**src/rtl/tspwm_gate_ctrl.sv**
```systemverilog
module tspwm_gate_ctrl #(
  parameter int HOLD_CYC = 10,
  parameter int DEAD_CYC = 4
) (
  input  logic       clk,
  input  logic       rst_n,
  input  logic [1:0] pwm_lvl,
  input  logic       drv_on_n,
  input  logic       ls_off_n,
  input  logic       uvlo,
  input  logic       sup_ok,
  output logic       hs_gate,
  output logic       ls_gate,
  output logic [1:0] mode
);
  localparam int CW = $clog2(HOLD_CYC + 1);
  localparam int DW = $clog2(DEAD_CYC + 1);
  localparam logic [1:0] M_SHUT = 2'd0, M_TRI = 2'd1, M_ACT = 2'd2;

  logic [CW-1:0] mid_cnt;
  logic [DW-1:0] dt_cnt;
  logic          tri_q, hi_q, hs_q, ls_q;

  wire is_hi   = (pwm_lvl == 2'b10);
  wire is_lo   = (pwm_lvl == 2'b00);
  wire is_mid  = !is_hi && !is_lo;
  wire inhibit = !drv_on_n || uvlo || !sup_ok;
  wire trip    = is_mid && (mid_cnt == CW'(HOLD_CYC - 1));
  wire active  = !inhibit && !tri_q;
  wire cur_hi  = is_hi ? 1'b1 : (is_lo ? 1'b0 : hi_q);
  wire want_hs = active && cur_hi;
  wire want_ls = active && !cur_hi && ls_off_n;
  wire gap_ok  = !hs_q && !ls_q && (dt_cnt == DW'(DEAD_CYC));

  always_ff @(posedge clk or negedge rst_n) begin
    if (!rst_n) begin
      mid_cnt <= '0;
      tri_q   <= 1'b1;
      hi_q    <= 1'b0;
    end else begin
      if (!is_mid)                        mid_cnt <= '0;
      else if (mid_cnt != CW'(HOLD_CYC - 1)) mid_cnt <= mid_cnt + 1'b1;
      if (is_hi)      tri_q <= 1'b0;
      else if (trip)  tri_q <= 1'b1;
      if (is_hi)      hi_q <= 1'b1;
      else if (is_lo) hi_q <= 1'b0;
    end
  end

  always_ff @(posedge clk or negedge rst_n) begin
    if (!rst_n) begin
      hs_q   <= 1'b0;
      ls_q   <= 1'b0;
      dt_cnt <= '0;
    end else begin
      if (!want_hs || trip)  hs_q <= 1'b0;
      else if (gap_ok)       hs_q <= 1'b1;
      if (!want_ls || trip)  ls_q <= 1'b0;
      else if (gap_ok)       ls_q <= 1'b1;
      if (hs_q || ls_q)                  dt_cnt <= '0;
      else if (dt_cnt != DW'(DEAD_CYC))  dt_cnt <= dt_cnt + 1'b1;
    end
  end

  assign hs_gate = hs_q && active;
  assign ls_gate = ls_q && active && ls_off_n;
  assign mode    = inhibit ? M_SHUT : (tri_q ? M_TRI : M_ACT);

  a_r8_no_overlap: assert property (@(posedge clk) disable iff (!rst_n)
    !(hs_gate && ls_gate));
  a_r8_gap_before_hs: assert property (@(posedge clk) disable iff (!rst_n)
    $rose(hs_q) |-> !$past(ls_q));
  a_r8_gap_before_ls: assert property (@(posedge clk) disable iff (!rst_n)
    $rose(ls_q) |-> !$past(hs_q));
  a_r5_disable_forces_off: assert property (@(posedge clk) disable iff (!rst_n)
    !drv_on_n |-> (!hs_gate && !ls_gate && mode == M_SHUT));
  a_r7_supply_forces_off: assert property (@(posedge clk) disable iff (!rst_n)
    (uvlo || !sup_ok) |-> (!hs_gate && !ls_gate));
  a_r3_tri_needs_high: assert property (@(posedge clk) disable iff (!rst_n)
    (tri_q && !is_hi) |=> tri_q);
  a_r6_ls_held_off: assert property (@(posedge clk) disable iff (!rst_n)
    !ls_off_n |=> !ls_q);
endmodule

```
**config.mk**
```make
export PLATFORM = sky130hd
export DESIGN_NAME = tspwm_gate_ctrl
export DESIGN_NICKNAME = d
export VERILOG_FILES = /design/src/rtl/tspwm_gate_ctrl.sv
export SDC_FILE = /design/constraint.sdc
export NUM_CORES = 1
export LEC_CHECK = 0
export ABC_AREA = 1
export BUFFER_PORTS_ARGS = -buffer_cell sky130_fd_sc_hd__buf_2
export CORE_MARGIN = 8
export CORE_UTILIZATION = 45
export CTS_BUF_LIST = sky130_fd_sc_hd__clkbuf_16
export CTS_CLUSTER_DIAMETER = 200
export DETAILED_ROUTE_END_ITERATION = 12
export PLACE_DENSITY_LB_ADDON = 0.3
export SETUP_SLACK_MARGIN = 0.2
export SYNTH_ARGS = -nofsm -noshare
export SYNTH_HDL_FRONTEND = slang
export SYNTH_SLANG_ARGS = --single-unit
```
**constraint.sdc**
```tcl
create_clock -name clk -period 1.03 [get_ports clk]
set_input_delay 0.206 -clock clk [delete_from_list [all_inputs] [get_ports clk]]
set_output_delay 0.206 -clock clk [all_outputs]
set_load 0.01 [all_outputs]
```
==> impl_results.md <==
* Mapped Avg Cell Area at 8.994 µm²
* PwrDens at 2261 mW/mm²
* Final setup viols at 9
* Fin crit period at 1.328 ns
* Rows at 13
* Most frequent cell after synthesis: inv_1
* # diodes at 0
* Max Fclk at 0.7532 GHz
* Slew @ Worst Pin at 0.2721 ns
* Hold_ws at 0.2246 ns
* Post-Syn Instances at 69
* Synth top area share at 0.4032
* Setup CP Type: reg -> out
* Worst Setup Start Kind: flop
* RSZ-0062 raised after global routing: true
* Post-route DRC at 0
* Post-synthesis cell type count at 20
* Die Y at 53.14 µm
* Initial antenna violation count at 0
* Pre-antenna DRT Iters at 4
* Tot Pwr at 2.475 mW
* Reg2Reg Setup Slack at -0.11 ns
* Initial Utilization at 0.4769
* Hold Fails Final Rpt at 0
* Slack of the critical path at -0.2977 ns
* Synth async-reset ratio at 1.000
* Total track usage at 0.1458
* Primary FF master, synth: dfrtp_1
* EDFF count, synth at 0
* Via-to-Cell Ratio at 5.017
* Area of the core at 0.001301 mm²
* Dpl ws at -0.05564 ns
* Synth warn at 0
* Placed instance area at 798.3 µm²
* Max-cap viol count at 0
* Failing checks: setup timing
* Die X at 53.14 µm
* Die ar. at 0.002823 mm²
* Final nets at 113
* WL/cell at 15.24 µm
* Layout cells sized above 1 at 0.7000
* Dpl hpwl at 940.9 µm
* WP data arrival at 1.12 ns
* Inserted Clock Buffers at 3
* Yosys reg bits at 11
* Status: finished, violations left
* Mapped cell area at 620.6 µm²
* Num ports at 12
* Top cells by count, synth: 14 x inv_1, 10 x dfrtp_1, 7 x nand2_1, 7 x nand3_1, 6 x nor2_1
* Synth area leaders: dfrtp_1 40%, inv_1 8.5%, ha_1 8.1%, nand3_1 5.6%, dfstp_2 4.2%
* FILL cells at 69
* P&R area growth vs syn at 76.41%
* Worst slew margin at 0.8186
* DRT iter0 DRCs at 5
* H-tree depth at 1
* Clock slew at reported path FFs at 0.04 ns
* Gp weighted congestion at 0.7945
* Post-Route WL at 1753 µm
* Sequential area share after synthesis at 0.4456
* HP Class: in -> reg
* Fin area at 0.001095 mm²
* Via count at 577
* # port buffers at 11
* Total global routing overflow at 0
* Clock buffer depth at 2
* Util after Layout at 0.8413
* Largest net degree at the start of global routing at 12
* Vias in the first global route at 630
* Crit share post-route at 1.289
* CP required at 0.82 ns
* Crit-path max FO at 3
* Root buf cell: clkbuf_16
* Leakage Power at 0.4965 nW
* Nature of the critical path endpoint: output pin
* Clock sinks at 11
* Worst clock skew at 0.001019 ns
* Skew-Pair Late Insertion Delay at 0.23 ns
* Area leader, netlist: dfrtp_1
* Post-route ant nets at 0
* Synthesized Nets at 81
* Pins Over Slew Limit at 0
* First-pass GRT wire length at 2980 µm
* Worst VDD drop at 0.001276 V
* CTS tree: yes
where the power goes:
part           switching (mW)  leakage, nW  total, mW  internal [mW]
Combinational           0.542        0.317       1.17          0.626
Sequential             0.0942        0.137      0.609          0.515
Clock                   0.189       0.0423      0.699          0.510
routing by layer:
layer / up-vias / global-route usage / routed length, µm
met3: 4 / 0.04202 / 40
met5: - / 0 / 0
met4: 0 / 0.06303 / 38
li1: 282 / - / -
met2: 8 / 0.2637 / 1010
met1: 283 / 0.1515 / 664
final timing paths:
kind | from | to | cells after the start
min in group asynchronous | rst_n | dt_cnt[0]$_DFFE_PN0P_ | 2
min | ls_off_n | ls_q$_DFFE_PN0P_ | 3
max | tri_q$_DFFE_PN1P_ | hs_gate | 4
min reg2reg | hi_q$_DFF_PN0_ | hi_q$_DFF_PN0_ | 2
max in group asynchronous | rst_n | tri_q$_DFFE_PN1P_ | 2
max reg2reg | dt_cnt[0]$_DFFE_PN0P_ | ls_q$_DFFE_PN0P_ | 8
logic make-up after synthesis:
family | Yosys count | share of synthesized area
buffers and inverters | 16 | 0.1089
adder cells (fa/ha/maj) | 4 | 0.08065
AND/OR/NAND/NOR | 26 | 0.2419
flip-flops | 11 | 0.4456
XOR/XNOR | 1 | 0.01412
AO/OA/AOI/OAI | 11 | 0.1089
state kept, by name, indices dropped and copies added (netlist names):
| register | flops |
|---|---|
| ls_q | 1 |
| hs_q | 1 |
| hi_q | 1 |
| dt_cnt | 3 |
| mid_cnt | 4 |
| tri_q | 1 |
placed cells by master, fill, tap and decap left out, drive strengths merged:
cell         Yosys  final
a21oi            2      2
a31oi            1      1
buf              1     27
clkbuf           0      3
dfrtp           10     10
dfstp            1      1
dlygate4sd3      0      1
ha               4      4
inv             15     16
nand2            8      8
nand3            7      7
nand4            1      1
nor2             8      8
nor3             2      2
o21ai            8      8
xnor2            1      1
metrics by stage:
| stage | instances | TNS (ns) |
|---|---|---|
| after global placement | 102 | -0.09303 |
| after CTS | 112 | -1.046 |
| after floorplan | 69 | 0 |
| after detailed placement | 102 | -0.1754 |
| after global routing | 115 | -1.912 |
| final | 115 | -1.188 |
critical path, cell delays in order (launching register included):
cell     delay, ns
dfstp_2       0.38
nor3_4        0.21
inv_2         0.09
nor2_4        0.10
buf_6         0.11
cell type report:
| cell class | instances | area [µm²] | area share |
|---|---|---|---|
| Clock buffer | 3 | 75.07 | 0.06857 |
| Clock inverter | 1 | 3.754 | 0.003429 |
| Inverter | 15 | 58.81 | 0.05371 |
| Multi-Input combinational cell | 42 | 440.4 | 0.4023 |
| Sequential cell | 11 | 277.8 | 0.2537 |
| Tap cell | 15 | 18.77 | 0.01714 |
| Timing Repair Buffer | 28 | 220.2 | 0.2011 |
timing repair:
action	in CTS	in global routing
endpoints found under the hold margin	10	0
resized for setup	27	8
setup buffers	5	3
pin swaps	12	7
hold buffers	1	0
setup endpoints to repair	14	14
No activity file was read; power rests on OpenSTA's default activity.
